<file path="config.mk">
export PLATFORM = sky130hd
export DESIGN_NAME = twi_cmd_regs
export DESIGN_NICKNAME = d
export VERILOG_FILES = /design/src/rtl/twi_cmd_pkg.sv /design/src/rtl/twi_line_sync.sv /design/src/rtl/twi_reg_bank.sv /design/src/rtl/twi_cmd_regs.sv
export SDC_FILE = /design/constraint.sdc
export NUM_CORES = 1
export LEC_CHECK = 0
export ABC_AREA = 1
export BUFFER_PORTS_ARGS = -buffer_cell sky130_fd_sc_hd__buf_2
export CORE_UTILIZATION = 29
export DETAILED_ROUTE_END_ITERATION = 6
export GPL_ROUTABILITY_DRIVEN = 0
export PLACE_DENSITY = 0.47
export SYNTH_ARGS = -nofsm -noshare
export SYNTH_HDL_FRONTEND = slang
export SYNTH_SLANG_ARGS = --single-unit
</file>
<file path="constraint.sdc">
create_clock -name clk -period 2.88 [get_ports clk]
set_clock_uncertainty 0.05 [all_clocks]
set_input_delay 0 -clock clk [delete_from_list [all_inputs] [get_ports clk]]
set_output_delay 0 -clock clk [all_outputs]
set_load 0.05 [all_outputs]
</file>
<file path="src/rtl/twi_cmd_pkg.sv">
package twi_cmd_pkg;

    localparam int BYTE_W       = 8;
    localparam int ADDR_W       = 7;
    localparam int WIDE_W       = 10;
    localparam int NARROW_W     = 5;
    localparam int STAT_W       = 14;
    localparam int STAT_LO_W    = 5;
    localparam int IDX_W        = 2;
    localparam int WIDE_LO_W    = WIDE_W - BYTE_W;
    localparam int NARROW_PAD_W = BYTE_W - NARROW_W;
    localparam int STAT_LO_TOP  = STAT_W - BYTE_W - 1;
    localparam int CNT_W        = $clog2(BYTE_W + 1);

    typedef enum logic [BYTE_W-1:0] {
        CMD_TUNE  = 8'h08,
        CMD_PRESC = 8'h01,
        CMD_SEL   = 8'h02,
        CMD_TRIM  = 8'h0E,
        CMD_NODE  = 8'h0D,
        CMD_STAT  = 8'h37
    } cmd_e;

    typedef enum logic [2:0] {
        ST_IDLE,
        ST_ADDR,
        ST_CMD,
        ST_WDATA,
        ST_ACK,
        ST_TX,
        ST_MACK,
        ST_TXLD
    } bus_st_e;

    typedef struct packed {
        logic [WIDE_W-1:0]   tune;
        logic [WIDE_W-1:0]   presc;
        logic [WIDE_W-1:0]   sel;
        logic [NARROW_W-1:0] trim;
        logic [NARROW_W-1:0] node;
    } cfg_regs_t;

    function automatic logic cmd_is_wide(input logic [BYTE_W-1:0] c);
        return (c == CMD_TUNE) || (c == CMD_PRESC) || (c == CMD_SEL);
    endfunction

    function automatic logic cmd_writable(input logic [BYTE_W-1:0] c);
        return cmd_is_wide(c) || (c == CMD_TRIM) || (c == CMD_NODE);
    endfunction

    function automatic logic cmd_readable(input logic [BYTE_W-1:0] c);
        return cmd_writable(c) || (c == CMD_STAT);
    endfunction

    function automatic logic [IDX_W-1:0] cmd_len(input logic [BYTE_W-1:0] c);
        return (cmd_is_wide(c) || (c == CMD_STAT)) ? IDX_W'(2) : IDX_W'(1);
    endfunction

    function automatic logic [BYTE_W-1:0] pack_wide(input logic [WIDE_W-1:0] v,
                                                    input logic [IDX_W-1:0]  idx);
        case (idx)
            IDX_W'(0): return v[WIDE_W-1 -: BYTE_W];
            IDX_W'(1): return {v[WIDE_LO_W-1:0], {(BYTE_W-WIDE_LO_W){1'b0}}};
            default:   return '0;
        endcase
    endfunction

    function automatic logic [BYTE_W-1:0] pack_stat(input logic [STAT_W-1:0] s,
                                                    input logic [IDX_W-1:0]  idx);
        case (idx)
            IDX_W'(0): return s[STAT_W-1 -: BYTE_W];
            IDX_W'(1): return {s[STAT_LO_TOP -: STAT_LO_W], {(BYTE_W-STAT_LO_W){1'b0}}};
            default:   return '0;
        endcase
    endfunction

endpackage

</file>
<file path="src/rtl/twi_line_sync.sv">
module twi_line_sync #(
    parameter int SYNC_STAGES = 2
) (
    input  logic clk,
    input  logic rst,
    input  logic scl_i,
    input  logic sda_i,
    output logic scl_hi_o,
    output logic sda_bit_o,
    output logic scl_rise_o,
    output logic scl_fall_o,
    output logic start_o,
    output logic stop_o
);
    localparam int TOP = SYNC_STAGES - 1;

    logic [SYNC_STAGES-1:0] scl_ff, sda_ff;
    logic                   scl_d, sda_d;

    generate
        if (SYNC_STAGES > 1) begin : g_chain
            always_ff @(posedge clk) begin
                if (rst) begin
                    scl_ff <= '1;
                    sda_ff <= '1;
                end else begin
                    scl_ff <= {scl_ff[SYNC_STAGES-2:0], scl_i};
                    sda_ff <= {sda_ff[SYNC_STAGES-2:0], sda_i};
                end
            end
        end else begin : g_single
            always_ff @(posedge clk) begin
                if (rst) begin
                    scl_ff <= '1;
                    sda_ff <= '1;
                end else begin
                    scl_ff <= scl_i;
                    sda_ff <= sda_i;
                end
            end
        end
    endgenerate

    always_ff @(posedge clk) begin
        if (rst) begin
            scl_d <= 1'b1;
            sda_d <= 1'b1;
        end else begin
            scl_d <= scl_ff[TOP];
            sda_d <= sda_ff[TOP];
        end
    end

    assign scl_hi_o   = scl_ff[TOP];
    assign sda_bit_o  = sda_ff[TOP];
    assign scl_rise_o = scl_ff[TOP] & ~scl_d;
    assign scl_fall_o = ~scl_ff[TOP] & scl_d;
    assign start_o    = scl_ff[TOP] & scl_d & sda_d & ~sda_ff[TOP];
    assign stop_o     = scl_ff[TOP] & scl_d & ~sda_d & sda_ff[TOP];

endmodule

</file>
<file path="src/rtl/twi_reg_bank.sv">
module twi_reg_bank
    import twi_cmd_pkg::*;
(
    input  logic                 clk,
    input  logic                 rst,
    input  logic                 wr_en_i,
    input  logic [BYTE_W-1:0]    cmd_i,
    input  logic [IDX_W-1:0]     idx_i,
    input  logic [BYTE_W-1:0]    wdata_i,
    input  logic [STAT_W-1:0]    status_i,
    output cfg_regs_t            regs_o,
    output logic [BYTE_W-1:0]    rdata_o,
    output logic                 wr_fin_o
);
    cfg_regs_t         regs_q;
    logic [BYTE_W-1:0] stage_q;
    logic [WIDE_W-1:0] wide_val;
    logic              stat_unused;

    assign stat_unused = status_i[0];
    assign wide_val    = {stage_q, wdata_i[BYTE_W-1 -: WIDE_LO_W]};

    always_ff @(posedge clk) begin
        if (rst) begin
            regs_q  <= '0;
            stage_q <= '0;
        end else if (wr_en_i) begin
            if (cmd_is_wide(cmd_i)) begin
                if (idx_i == IDX_W'(0)) begin
                    stage_q <= wdata_i;
                end else begin
                    case (cmd_i)
                        CMD_TUNE:  regs_q.tune  <= wide_val;
                        CMD_PRESC: regs_q.presc <= wide_val;
                        default:   regs_q.sel   <= wide_val;
                    endcase
                end
            end else if (cmd_i == CMD_TRIM) begin
                regs_q.trim <= wdata_i[NARROW_W-1:0];
            end else if (cmd_i == CMD_NODE) begin
                regs_q.node <= wdata_i[NARROW_W-1:0];
            end
        end
    end

    assign wr_fin_o = wr_en_i && (!cmd_is_wide(cmd_i) || (idx_i == IDX_W'(1)));
    assign regs_o   = regs_q;

    always_comb begin
        case (cmd_i)
            CMD_TUNE:  rdata_o = pack_wide(regs_q.tune, idx_i);
            CMD_PRESC: rdata_o = pack_wide(regs_q.presc, idx_i);
            CMD_SEL:   rdata_o = pack_wide(regs_q.sel, idx_i);
            CMD_TRIM:  rdata_o = (idx_i == IDX_W'(0)) ? {{NARROW_PAD_W{1'b1}}, regs_q.trim} : '0;
            CMD_NODE:  rdata_o = (idx_i == IDX_W'(0)) ? {{NARROW_PAD_W{1'b0}}, regs_q.node} : '0;
            CMD_STAT:  rdata_o = pack_stat(status_i, idx_i);
            default:   rdata_o = '0;
        endcase
    end


    ro_stat_chk: assert property (@(posedge clk) disable iff (rst)
        wr_en_i |-> (cmd_i != CMD_STAT));


    wide_pair_chk: assert property (@(posedge clk) disable iff (rst)
        !$stable(regs_q.tune) |-> $past(wr_en_i && (cmd_i == CMD_TUNE) && (idx_i == IDX_W'(1))));


    trim_src_chk: assert property (@(posedge clk) disable iff (rst)
        !$stable(regs_q.trim) |-> $past(wr_en_i && (cmd_i == CMD_TRIM)));

endmodule

</file>
<file path="src/rtl/twi_cmd_regs.sv">
module twi_cmd_regs
    import twi_cmd_pkg::*;
#(
    parameter logic [ADDR_W-1:0] DEV_ADDR    = 7'h58,
    parameter int                SYNC_STAGES = 2
) (
    input  logic                 clk,
    input  logic                 rst,
    input  logic                 scl_i,
    input  logic                 sda_i,
    output logic                 sda_oe_o,
    input  logic                 busy_i,
    input  logic [STAT_W-1:0]    status_i,
    output logic [WIDE_W-1:0]    tune_o,
    output logic [WIDE_W-1:0]    presc_o,
    output logic [WIDE_W-1:0]    sel_o,
    output logic [NARROW_W-1:0]  trim_o,
    output logic [NARROW_W-1:0]  node_o,
    output logic                 wr_done_o,
    output logic [BYTE_W-1:0]    wr_cmd_o
);
    logic scl_hi, sda_bit, scl_rise, scl_fall, start_ev, stop_ev;

    twi_line_sync #(.SYNC_STAGES(SYNC_STAGES)) i_sync (
        .clk        (clk),
        .rst        (rst),
        .scl_i      (scl_i),
        .sda_i      (sda_i),
        .scl_hi_o   (scl_hi),
        .sda_bit_o  (sda_bit),
        .scl_rise_o (scl_rise),
        .scl_fall_o (scl_fall),
        .start_o    (start_ev),
        .stop_o     (stop_ev)
    );

    bus_st_e           st_q, ack_to_q, ack_to;
    logic [CNT_W-1:0]  bit_cnt_q;
    logic [BYTE_W-1:0] shreg_q, cmd_q, rdata;
    logic [IDX_W-1:0]  idx_q;
    logic              cmd_ok_q, wr_seen_q, oe_q, done_q;
    logic              accept, byte_end, wr_en, wr_fin;
    cfg_regs_t         regs;

    twi_reg_bank i_bank (
        .clk      (clk),
        .rst      (rst),
        .wr_en_i  (wr_en),
        .cmd_i    (cmd_q),
        .idx_i    (idx_q),
        .wdata_i  (shreg_q),
        .status_i (status_i),
        .regs_o   (regs),
        .rdata_o  (rdata),
        .wr_fin_o (wr_fin)
    );

    always_comb begin
        accept = 1'b0;
        ack_to = ST_IDLE;
        case (st_q)
            ST_ADDR: begin
                if ((shreg_q[BYTE_W-1:1] == DEV_ADDR) && !busy_i) begin
                    if (shreg_q[0]) begin
                        accept = cmd_ok_q;
                        ack_to = ST_TX;
                    end else begin
                        accept = 1'b1;
                        ack_to = ST_CMD;
                    end
                end
            end
            ST_CMD: begin
                accept = !busy_i && cmd_readable(shreg_q);
                ack_to = ST_WDATA;
            end
            ST_WDATA: begin
                accept = !busy_i && cmd_writable(cmd_q) && (idx_q < cmd_len(cmd_q));
                ack_to = ST_WDATA;
            end
            default: ;
        endcase
    end

    assign byte_end = scl_fall && (bit_cnt_q == CNT_W'(BYTE_W));
    assign wr_en    = (st_q == ST_WDATA) && byte_end && accept && !start_ev && !stop_ev;

    always_ff @(posedge clk) begin
        if (rst) begin
            st_q      <= ST_IDLE;
            ack_to_q  <= ST_IDLE;
            bit_cnt_q <= '0;
            shreg_q   <= '0;
            cmd_q     <= '0;
            idx_q     <= '0;
            cmd_ok_q  <= 1'b0;
            wr_seen_q <= 1'b0;
            oe_q      <= 1'b0;
            done_q    <= 1'b0;
        end else begin
            done_q <= 1'b0;
            if (start_ev) begin
                st_q      <= ST_ADDR;
                bit_cnt_q <= '0;
                oe_q      <= 1'b0;
            end else if (stop_ev) begin
                st_q      <= ST_IDLE;
                oe_q      <= 1'b0;
                cmd_ok_q  <= 1'b0;
                done_q    <= wr_seen_q;
                wr_seen_q <= 1'b0;
            end else begin
                case (st_q)
                    ST_ADDR, ST_CMD, ST_WDATA: begin
                        if (scl_rise && (bit_cnt_q != CNT_W'(BYTE_W))) begin
                            shreg_q   <= {shreg_q[BYTE_W-2:0], sda_bit};
                            bit_cnt_q <= bit_cnt_q + CNT_W'(1);
                        end else if (byte_end) begin
                            bit_cnt_q <= '0;
                            if (accept) begin
                                oe_q     <= 1'b1;
                                st_q     <= ST_ACK;
                                ack_to_q <= ack_to;
                                if (st_q == ST_ADDR) begin
                                    idx_q <= '0;
                                end else if (st_q == ST_CMD) begin
                                    cmd_q    <= shreg_q;
                                    cmd_ok_q <= 1'b1;
                                    idx_q    <= '0;
                                end else begin
                                    idx_q <= idx_q + IDX_W'(1);
                                    if (wr_fin) wr_seen_q <= 1'b1;
                                end
                            end else begin
                                st_q <= ST_IDLE;
                            end
                        end
                    end
                    ST_ACK: begin
                        if (scl_fall) begin
                            bit_cnt_q <= '0;
                            if (ack_to_q == ST_TX) begin
                                shreg_q <= rdata;
                                oe_q    <= ~rdata[BYTE_W-1];
                                st_q    <= ST_TX;
                            end else begin
                                oe_q <= 1'b0;
                                st_q <= ack_to_q;
                            end
                        end
                    end
                    ST_TX: begin
                        if (scl_fall) begin
                            if (bit_cnt_q == CNT_W'(BYTE_W - 1)) begin
                                oe_q      <= 1'b0;
                                st_q      <= ST_MACK;
                                bit_cnt_q <= '0;
                            end else begin
                                shreg_q   <= {shreg_q[BYTE_W-2:0], 1'b0};
                                oe_q      <= ~shreg_q[BYTE_W-2];
                                bit_cnt_q <= bit_cnt_q + CNT_W'(1);
                            end
                        end
                    end
                    ST_MACK: begin
                        if (scl_rise) begin
                            if (sda_bit) begin
                                st_q <= ST_IDLE;
                            end else begin
                                if (idx_q != '1) idx_q <= idx_q + IDX_W'(1);
                                st_q <= ST_TXLD;
                            end
                        end
                    end
                    ST_TXLD: begin
                        if (scl_fall) begin
                            shreg_q   <= rdata;
                            oe_q      <= ~rdata[BYTE_W-1];
                            bit_cnt_q <= '0;
                            st_q      <= ST_TX;
                        end
                    end
                    default: ;
                endcase
            end
        end
    end

    assign sda_oe_o  = oe_q;
    assign wr_done_o = done_q;
    assign wr_cmd_o  = cmd_q;
    assign tune_o    = regs.tune;
    assign presc_o   = regs.presc;
    assign sel_o     = regs.sel;
    assign trim_o    = regs.trim;
    assign node_o    = regs.node;


    oe_scl_low_chk: assert property (@(posedge clk) disable iff (rst)
        $rose(sda_oe_o) |-> !scl_hi);


    busy_nack_chk: assert property (@(posedge clk) disable iff (rst)
        ($rose(sda_oe_o) && (st_q == ST_ACK)) |-> !$past(busy_i));


    done_pulse_chk: assert property (@(posedge clk) disable iff (rst)
        wr_done_o |=> !wr_done_o);

endmodule

</file>
Yosys cells after proc, flatten, opt, wreduce, memory -nomap -nowiden
Cells that the tools add are included.
{ "totals": {"regBits": 86, "latchBits": 0, "ram_bits": 0, "romBits": 0, "input_bits": 19, "out_inout_bits": 50, "word_cells": 229, "n_memories": 0} }
{ "op_classes": {"addsub": 2, "mul": 0, "div_mod_pow": 0, "n_lt_le_gt_ge": 1, "eq_ne": 51, "shifts": 0, "mux": 73, "bitwise": 21, "reduce_logical": 60} }
{ "ops": {"columns": ["op", "n"], "rows": [
  ["$pmux 8 s2", 4],
  ["$mux 8", 7],
  ["$eq 8x4->1 const B", 6],
  ["$pmux 8 s6", 1],
  ["$mux 3", 12],
  ["$ne 2x2->1 const B", 17],
  ["$ne 4x4->1 const B", 8],
  ["$pmux 8 s4", 1],
  ["$reduce_and 8->1", 4],
  ["$mux 1", 27],
  ["$mux 4", 5],
  ["$mux 2", 9],
  ["$reduce_and 9->1", 2],
  ["$eq 8x1->1 const B", 2],
  ["$eq 8x2->1 const B", 2],
  ["$eq 8x6->1 const B", 2],
  ["$reduce_and 4->1", 4],
  ["$eq 3x3->1 const B", 5],
  ["$pmux 3 s5", 1],
  ["$not 1->1", 14],
  ["$reduce_and 7->1", 2],
  ["$pmux 4 s3", 1],
  ["$reduce_bool 2->1", 6],
  ["$logic_and 1x1->1", 11],
  ["other kinds (29)", 55]
]} }

Logic depth before layout (Yosys ltp)
Gate-level depths: netlist of the first run.
{ "depth": {"depth_word": 20, "depth_mapped": 19, "ltp_nobuf": 17} }

By module
From an unflattened synthesis of the first run, not the netlist that was laid out.
{ "unflattened": {"hier_cells": 764, "area_unflattened_um2": 4893.4} }
{ "modules_own_cells": {"columns": ["mod", "n_inst", "cells_per_inst", "area_each_um2", "seq_area_each_um2"], "rows": [
  ["twi_reg_bank", 1, 424, 2688.8, 960.9],
  ["twi_cmd_regs", 1, 316, 2006.9, 640.6],
  ["twi_line_sync", 1, 24, 197.7, 120.1]
]} }

Worst setup path after synthesis of the first run
No wires, ideal clock.
{ "synth_timing": {"path_type": "register to register", "start": "register cmd_q[1], in the netlist wr_cmd_o[1]", "end": "register i_bank.regs_q (netlist bit i_bank.regs_o[19])", "setup_ps": 71, "arrival_ps": 2991, "required_ps": 2759, "slack_ps": -231, "stages_incl_launch_ff": 18, "path_buffers": 3, "synth_period_minus_slack_ps": 3111, "cell_sequence": "dfxtp_1 inv_2 nor2_2 nand4_1 nand3_1 buf_2 clkbuf_1 nor2_1 ha_1 or2_1 nor2_1 nand2_1 nand2_2 nand2_4 a21oi_4 buf_6 nand4_1 a21oi_1"} }
{ "synth_via": {"elab_chain_cells": 12, "elab_cells_between_ends": 22, "cone_classes": "order compare (1); eq/ne (6); mux (2); bitwise (1); reduce/logical (12)"} }
{ "synth_lines": {"columns": ["item", "line", "source"], "rows": [
  ["from (decl)", "twi_cmd_regs.sv:39", "logic [BYTE_W-1:0] shreg_q, cmd_q, rdata;"],
  ["from (signal assigned)", "twi_cmd_regs.sv:127", "cmd_q <= shreg_q;"],
  ["$eq 8x4->1 or $eq 8x1->1 (tied branches)", "twi_cmd_pkg.sv:44, twi_reg_bank.sv:32", null],
  ["$logic_or 1x1->1 (2 in series)", "twi_cmd_pkg.sv:44", "return (c == CMD_TUNE) || (c == CMD_PRESC) || (c == CMD_SEL);"],
  ["$logic_or 1x1->1, on equally long branches", "twi_cmd_pkg.sv:56, twi_cmd_pkg.sv:48", null],
  ["$mux 2 or $logic_or 1x1->1 (tied branches)", "twi_cmd_pkg.sv:56, twi_cmd_pkg.sv:48", null],
  ["$lt 2x2->1 or $logic_and 1x1->1 (tied branches)", "twi_cmd_regs.sv:78", "accept = !busy_i && cmd_writable(cmd_q) && (idx_q < cmd_len(cmd_q));"],
  ["$logic_and 1x1->1", "twi_cmd_regs.sv:78", null],
  ["$pmux 1 s3", "twi_cmd_regs.sv:61", "case (st_q)"],
  ["$logic_and 1x1->1 (3 in series)", "twi_cmd_regs.sv:86", "assign wr_en = (st_q == ST_WDATA) && byte_end && accept && !start_ev && !stop_ev;"],
  ["$reduce_and 4->1 (no source line) *", null, null],
  ["to (decl)", "twi_reg_bank.sv:15", "cfg_regs_t regs_q;"]
]} }
Every way passes the cells marked *; elsewhere a longest branch is shown, timed or not.
A chain may end at the register's enable or synchronous reset.

Final worst setup path of the first run
{ "layout_timing": {"start": "register cmd_q[6], in the netlist wr_cmd_o[6]", "end": "register i_bank.regs_q (netlist bit i_bank.regs_o[30])"} }
{ "layout_via": {"elab_chain_cells": 12, "elab_cells_between_ends": 20, "cone_classes": "order compare (1); eq/ne (6); mux (2); reduce/logical (11)"} }
{ "layout_lines": {"columns": ["item", "line"], "rows": [
  ["$eq 8x4->1 or $eq 8x1->1 (tied branches)", "twi_cmd_pkg.sv:44, twi_reg_bank.sv:32"],
  ["$logic_or 1x1->1 (2 in series)", "twi_cmd_pkg.sv:44"],
  ["$logic_or 1x1->1, on equally long branches", "twi_cmd_pkg.sv:56, twi_cmd_pkg.sv:48"],
  ["$mux 2 or $logic_or 1x1->1 (tied branches)", "twi_cmd_pkg.sv:56, twi_cmd_pkg.sv:48"],
  ["$lt 2x2->1 or $logic_and 1x1->1 (tied branches)", "twi_cmd_regs.sv:78"],
  ["$logic_and 1x1->1", "twi_cmd_regs.sv:78"],
  ["$pmux 1 s3", "twi_cmd_regs.sv:61"],
  ["$logic_and 1x1->1 (3 in series)", "twi_cmd_regs.sv:86"],
  ["$reduce_and 4->1 (no source line) *", null]
]} }
Marked as above.

==> results.md, run 1 <==
* Status: finished, final reports clean
* Reg clk slew, reported paths at 0.07 ns
* FF-to-FF Start: wr_cmd_o[6]$_SDFFE_PP0P_
* CP startpoint kind: flip-flop
* # rows at 45
* Clk sinks at 86
* Post-Synth Simple-Gate Area at 31.4%
* Hold Startpoint: rst
* Synth area leaders: dfxtp_1 (38%), nand2_1 (13%), a21oi_1 (9.5%)
* Top Ports at 69
* RSZ-0062 raised after global routing: false
* DR vias at 4647
* Gr ovfl total at 0
* P&R area growth vs syn at 22.6%
* Post-route setup slack at 0.285 ns
* M2 GR Usage at 31.8%
* Synth Area in Adders at 1.66%
* Syn avg cell area at 7.05 sq um
* Sw Ratio at 31.6%
* Synth Cell Area at 4530 sq um
* CP required at 3.03 ns
* First-pass GRT wire length at 24000 microns
* Reg2reg setup slack at 0.29 ns
* Die area at 16100 sq um
* Setup TNS at 0 ns
* Slowest cell delay on critical path at 0.34 ns
* Maximum vdd ir drop at 308 uV
* Reg2Reg Depth at 16
* Synth cell count leaders: nand2_1 (155), a21oi_1 (86), dfxtp_1 (86), inv_1 (64), nor2_1 (46)
* Synth async-reset ratio at 0%
* H-tree Lvls at 3
* GRT Total Usage at 19.5%
* Post-Place Setup Slack at 0.240 ns
* Antenna diodes at 0
* Maximum capacitance violations at 0
* Core Box Area at 15200 sq um
* Initial Util at 29.8%
* Total Routed Length at 15400 microns
* Crit path cell chain: nor2_2 > nand2_2 > inv_2 > nand2_1 > nand3_2 > nor2_1 > ha_1 > or2_1 > nor2_1 > nand2_1 > nand2_2 > nand2_4 > nand2_8 > nand4_2 > nand2_1 > a21oi_1
* Power Internal at 2.48 mW
* Mapped Nets at 668
* Clock tree from TritonCTS: built
* Logic pwr share at 20.6%
* Root Buffer: clkbuf_16
* Vias/cell at 5.15
* Iteration-0 DRC Markers at 323
* Distinct cells, synth at 43
* WHS Endpoint: i_sync.sda_d$_SDFF_PP1_
* Final core occ at 36.6%
* Hold slack at 0.0307 ns
* Reg power frac at 38.2%
* Main combinational cell family by area after synthesis: simple AND/OR/NAND/NOR gates
* Nets at 734
* Sequential share of the synthesized area at 38.0%
* Vias in the first global route at 4420
* Clk buf depth at 2
* CP bufs+invs at 1
* First drt pass iteration count at 5
* Initial antenna violation count at 0
* Top_reg_cell synth: dfxtp_1
* Final ANT Viol Nets at 0
* Die span in x at 127 microns
* Area leader, netlist: dfxtp_1
* Met3 Track Usage GR at 4.02%
* DRC viols at 0
* Num CTS Buffers at 9
* XOR/XNOR Fraction of Synth Area at 0.387%
* Clock power frac at 41.2%
* Worst-Margin Slew at 0.740 ns
* #FFs+latches synth at 86
* Hpwl dp at 11100 microns
* Fraction of layout cells with a size suffix above 1 at 19.5%
* Busiest grt layer: met2
* Top cell type's share of synthesized area at 38.0%
* Crit path kind: reg -> reg
* Slew headroom at 50.7%
* Worst EP arrival at 2.75 ns
* Leak Pwr at 2.36 nW
* Final Cycle Share at 90.1%
* FMAX at 385 MHz
* Crit-path max FO at 10
* Mux contribution to synthesized area at 0%
* Worst path slowest cell: dfxtp_1
* Routed len/inst at 17.0 microns
* Kind of cell adding the most delay to the critical path: simple AND/OR/NAND/NOR gates
* Final setup vio count at 0
* Power Density at 653 nW/um^2
* CP dominant cell by count: nand2_1
* WHS Path Cells at 3
* Ys Warns at 0
* Switching power at 1.15 mW
* Clock latency on the worst-skew pair at 0.35 ns
* EDFF count, synth at 0
* Worst hold path type: in -> reg
* Most common cell in the netlist: nand2_1
* I/O Buffers at 67
* Final hold vios at 0
* Pin count of the biggest net entering global routing at 68
* Grt met1 use at 25.6%
* Post-synthesis compound-gate area fraction at 19.7%
* Critical R2R Capture: i_bank.regs_o[30]$_SDFFE_PP0P_
* Final Max Slew Viols at 0
* Die Y at 127 microns
* Post-route minimum period at 2.59 ns
* Post-Syn Instances at 643
* CP Capture Type: flip-flop
[metal layers]
layer  vias up  share of wire (%)
met5         -                  0
met4         0                1.8
met3        22                4.7
met2       124                 47
met1      2192                 47
li1       2309                  -
[repair_timing]
item / 4_1_cts / 5_1_grt
setup endpoints to repair: 0 / 25
setup buffers: 0 / 1
gates resized for setup: 0 / 9
hold buffers: 2 / 0
endpoints found under the hold margin: 2 / 0
[tightest hold or removal path, cell delays in order]
cell,delay [ns]
buf_2,0.09
inv_1,0.19
nand2_1,0.12
[how the worst max path moves through the flow]
stage	from	to	slack, ns	depth (start not counted)
floorplan	wr_cmd_o[4]$_SDFFE_PP0P_	i_bank.regs_o[19]$_SDFFE_PP0P_	0.01	18
global placement	wr_cmd_o[7]$_SDFFE_PP0P_	wr_seen_q$_SDFFE_PP0P_	0.28	17
detailed placement	wr_cmd_o[7]$_SDFFE_PP0P_	i_bank.regs_o[21]$_SDFFE_PP0P_	0.24	15
CTS	wr_cmd_o[7]$_SDFFE_PP0P_	i_bank.regs_o[21]$_SDFFE_PP0P_	0.21	15
global route	wr_cmd_o[6]$_SDFFE_PP0P_	i_bank.regs_o[34]$_SDFFE_PP0P_	0.01	16
finish	wr_cmd_o[6]$_SDFFE_PP0P_	i_bank.regs_o[30]$_SDFFE_PP0P_	0.29	16
[power by group through the flow]
stage / registers, mW / clock network (mW) / logic, mW
2_1_floorplan: 1.33 / 0 / 0.557
4_1_cts: 1.39 / 1.52 / 0.741
3_5_place_dp: 1.42 / 0 / 0.736
5_1_grt: 1.40 / 1.57 / 0.835
3_3_place_gp: 1.41 / 0 / 0.729
6_report: 1.39 / 1.50 / 0.748
[logic make-up after synthesis]
| kind of cell | after synthesis |
|---|---|
| simple gates | 298 |
| compound gates | 153 |
| buf+inv | 98 |
| flops | 86 |
| fa+ha+maj | 6 |
| xor+xnor | 2 |
[sequential cells by signal, indices dropped and copies added (netlist names)]
signal / count
sda_oe_o: 1
wr_seen_q: 1
i_bank.regs_o: 40
idx_q: 2
cmd_ok_q: 1
shreg_q: 8
wr_cmd_o: 8
i_sync.sda_ff: 2
i_sync.scl_d: 1
i_sync.scl_ff: 2
i_sync.sda_d: 1
ack_to_q: 3
bit_cnt_q: 4
st_q: 3
wr_done_o: 1
i_bank.stage_q: 8
[final cells by class]
class | count | area (sq um)
Clock buffer | 11 | 253
Timing Repair Buffer | 85 | 526
Sequential cell | 86 | 1720
Inverter | 68 | 255
Fill cell | 1642 | 9650
Tap cell | 188 | 235
Multi-Input combinational cell | 459 | 2430
Clock inverter | 5 | 129
[through the flow]
step | std cells | area, sq um | total power [mW]
global placement | 882 | 5060 | 2.14
global route | 902 | 5560 | 3.81
detailed placement | 882 | 5060 | 2.15
floorplan | 643 | 4530 | 1.88
CTS | 900 | 5470 | 3.65
finish | 902 | 5560 | 3.63
[cells in the final DEF, fill, tap and decap left out, types with 4 or more instances in the layout]
cell,count
nand2_1,154
a21oi_1,86
dfxtp_1,84
buf_2,67
inv_1,64
nor2_1,46
nand4_1,37
o21ai_0,30
nand3_1,18
a22o_1,15
buf_4,11
clkbuf_16,10
nor3_1,6
nor2_2,6
ha_1,6
or2_2,5
nor2_4,5
nand2_2,4
inv_2,4
o31ai_1,4
a211oi_1,4
bufinv_16,4
No activity file was read; power rests on OpenSTA's default activity.
==> inputs of run 2 (changes only) <==
--- a/config.mk
+++ b/config.mk
@@ -10,7 +10,6 @@
 export CORE_UTILIZATION = 29
 export DETAILED_ROUTE_END_ITERATION = 6
 export GPL_ROUTABILITY_DRIVEN = 0
-export PLACE_DENSITY = 0.47
 export SYNTH_ARGS = -nofsm -noshare
 export SYNTH_HDL_FRONTEND = slang
 export SYNTH_SLANG_ARGS = --single-unit
==> run 2 against run 1 <==
  * Sequential share of layout area grew 0.87 points
  * Combinational power shrank 2%
  * Maximum frequency shrank 1.2%
  * Clock power shrank 19%
  * Cell count shrank 0.22%
  * Largest power group is now registers
  * Highest routed layer unchanged
==> results.md, run 2 (synthesis results as in run 1) <==
* Slew headroom at 51.2% (was 50.7%)
* I/O Buffers at 67 (unchanged)
* GRT Total Usage at 18.5% (was 19.5%)
* Iteration-0 DRC Markers at 306 (was 323)
* Nets at 732 (was 734)
* Vias in the first global route at 4417 (was 4420)
* Crit-path max FO at 10 (unchanged)
* Leading cell type in the layout, fill and taps excluded: nand2_1 (unchanged)
* Power Internal at 2.20 mW (was 2.48 mW)
* Leak Pwr at 2.28 nW (was 2.36 nW)
* DRC viols at 0 (unchanged)
* Final setup vio count at 0 (unchanged)
* Clock latency on the worst-skew pair at 0.35 ns (about the same)
* Worst EP arrival at 2.79 ns (was 2.75 ns)
* Cts repair resizes at 0 (unchanged)
* Hpwl dp at 10300 microns (was 11100 microns)
* Final ANT Viol Nets at 0 (unchanged)
* Largest register FFs at 40 (unchanged)
* Cells after DPL at 881 (was 882)
* Most frequent cells in the layout: nand2_1 (155), a21oi_1 (86), dfxtp_1 (84) (was nand2_1 (154), a21oi_1 (86), dfxtp_1 (84))
* Pin count of the biggest net entering global routing at 68 (unchanged)
* Maximum vdd ir drop at 389 uV (was 308 uV)
* Area of the multi-input gates at 2410 sq um (was 2430 sq um)
* Worst hold path type: in -> reg (unchanged)
* Fraction of layout cells with a size suffix above 1 at 18.8% (was 19.5%)
* Gr ovfl total at 0 (unchanged)
* Initial antenna violation count at 0 (unchanged)
* Die area at 16100 sq um (unchanged)
* Root Buffer: clkbuf_16 (unchanged)
* Antenna diodes at 0 (unchanged)
* Routed len/inst at 16.1 microns (was 17.0 microns)
* Worst-Margin Slew at 0.732 ns (was 0.740 ns)
* Final hold vios at 0 (unchanged)
* Post-route minimum period at 2.63 ns (was 2.59 ns)
* Vias/cell at 5.14 (was 5.15)
* Reg2reg setup slack at 0.25 ns (was 0.29 ns)
* Clock power frac at 36.6% (was 41.2%)
* Total of fill cells in the finished design at 1673 (was 1642)
* Status: finished, final reports clean (unchanged)
* Reg power frac at 41.4% (was 38.2%)
* WHS Path Cells at 3 (unchanged)
* Final std cells w/o fill at 900 (was 902)
* Reg2Reg Depth at 16 (unchanged)
* Num CTS Buffers at 9 (unchanged)
* Setup TNS at 0 ns (unchanged)
* Maximum capacitance violations at 0 (unchanged)
* RSZ-0062 raised after global routing: false (unchanged)
* Core Box Area at 15200 sq um (unchanged)
* CP required at 3.04 ns (was 3.03 ns)
* P&R area growth vs syn at 19.3% (was 22.6%)
* # rows at 45 (unchanged)
* Die Y at 127 microns (unchanged)
* Switching power at 1.14 mW (was 1.15 mW)
* First-pass GRT wire length at 23100 microns (was 24000 microns)
* CP startpoint kind: flip-flop (unchanged)
* Reg clk slew, reported paths at 0.07 ns (about the same)
* Top Ports at 69 (unchanged)
* First drt pass iteration count at 5 (unchanged)
* Power Density at 618 nW/um^2 (was 653 nW/um^2)
* Crit path kind: reg -> reg (unchanged)
* Clk buf depth at 2 (unchanged)
* H-tree Lvls at 3 (unchanged)
* Final Max Slew Viols at 0 (unchanged)
* Register area at 1720 sq um (unchanged)
* Clock tree from TritonCTS: built (unchanged)
* Clk sinks at 86 (unchanged)
* Sw Ratio at 34.1% (was 31.6%)
* Total Routed Length at 14400 microns (was 15400 microns)
* Logic pwr share at 22.0% (was 20.6%)
* CP Capture Type: flip-flop (unchanged)
* DR vias at 4628 (was 4647)
* Die span in x at 127 microns (unchanged)
* Initial Util at 29.8% (unchanged)
* Final Cycle Share at 91.2% (was 90.1%)
* FMAX at 381 MHz (was 385 MHz)
## run 2: cell count changes in the layout (fill, tap and decap cells not counted), sizes merged
cell	before	now
clkinv	1	2
buf	82	81
bufinv	4	1
inv	68	70
clkbuf	12	11
## run 2: area by class of cell
type	instances	area share (%)
clock inverter	5	1.20
sequential	86	31.9
tap	188	4.35
timing repair buffer	83	8.75
clock buffer	11	4.49
inverter	68	4.72
multi-input combinational	459	44.6
## run 2: power groups by stage
stage / Clock (mW) / Sequential [mW] / Combinational, mW
finish: 1.22 / 1.38 / 0.734
global route: 1.30 / 1.39 / 0.830
CTS: 1.25 / 1.38 / 0.726
detailed placement: 0 / 1.41 / 0.722
global placement: 0 / 1.41 / 0.721
floorplan: 0 / 1.33 / 0.557
## run 2: path summary, 6_finish.rpt
path / from / endpoint
setup reg to reg: wr_cmd_o[7]$_SDFFE_PP0P_ / i_bank.regs_o[10]$_SDFFE_PP0P_
setup / recovery: wr_cmd_o[7]$_SDFFE_PP0P_ / i_bank.regs_o[10]$_SDFFE_PP0P_
hold / removal: rst / i_sync.sda_d$_SDFF_PP1_
hold reg to reg: i_sync.sda_ff[0]$_SDFF_PP1_ / i_sync.sda_ff[1]$_SDFF_PP1_
## run 2: metal layers
layer	share of wire (%)	GRT usage (%)	vias to the layer above	routed length (microns)
met5	0	0	-	0
met3	5.4	3.89	23	786
met4	2.3	8.12	0	335
met2	46	29.8	140	6650
li1	-	-	2299	-
met1	46	24.0	2166	6670
## run 2: through the flow
step / util (%) / hold slack, ns / worst slack [ns] / cell area, sq um / power, mW
final: 35.6 / 0.0168 / 0.252 / 5410 / 3.34
after global routing: 35.6 / 0.0207 / 0.0225 / 5410 / 3.52
after CTS: 35.5 / 0.00761 / 0.236 / 5400 / 3.36
after detailed placement: 33.3 / 0.137 / 0.272 / 5070 / 2.13
after global placement: 33.3 / 0.134 / 0.294 / 5070 / 2.13
after floorplan: - / 0.0538 / 0.0147 / 4530 / 1.88
## run 2: worst max-delay path: stages (launching register included)
cell	delay (ns)
dfxtp_1	0.33
nor2_2	0.16
nand2_2	0.11
inv_2	0.10
nand2_1	0.11
nand3_1	0.15
nor2_1	0.06
ha_1	0.18
or2_1	0.22
nor2_1	0.10
nand2_1	0.07
nand2_2	0.07
nand2_4	0.09
nand2_8	0.12
nand4_2	0.31
nand2_1	0.17
a21oi_1	0.08
## run 2: repair_timing
item                                    4_1_cts  5_1_grt
endpoints found under the hold margin         2        0
buffers inserted                              0        1
hold buffers                                  2        0
endpoints found under the setup margin        0        1
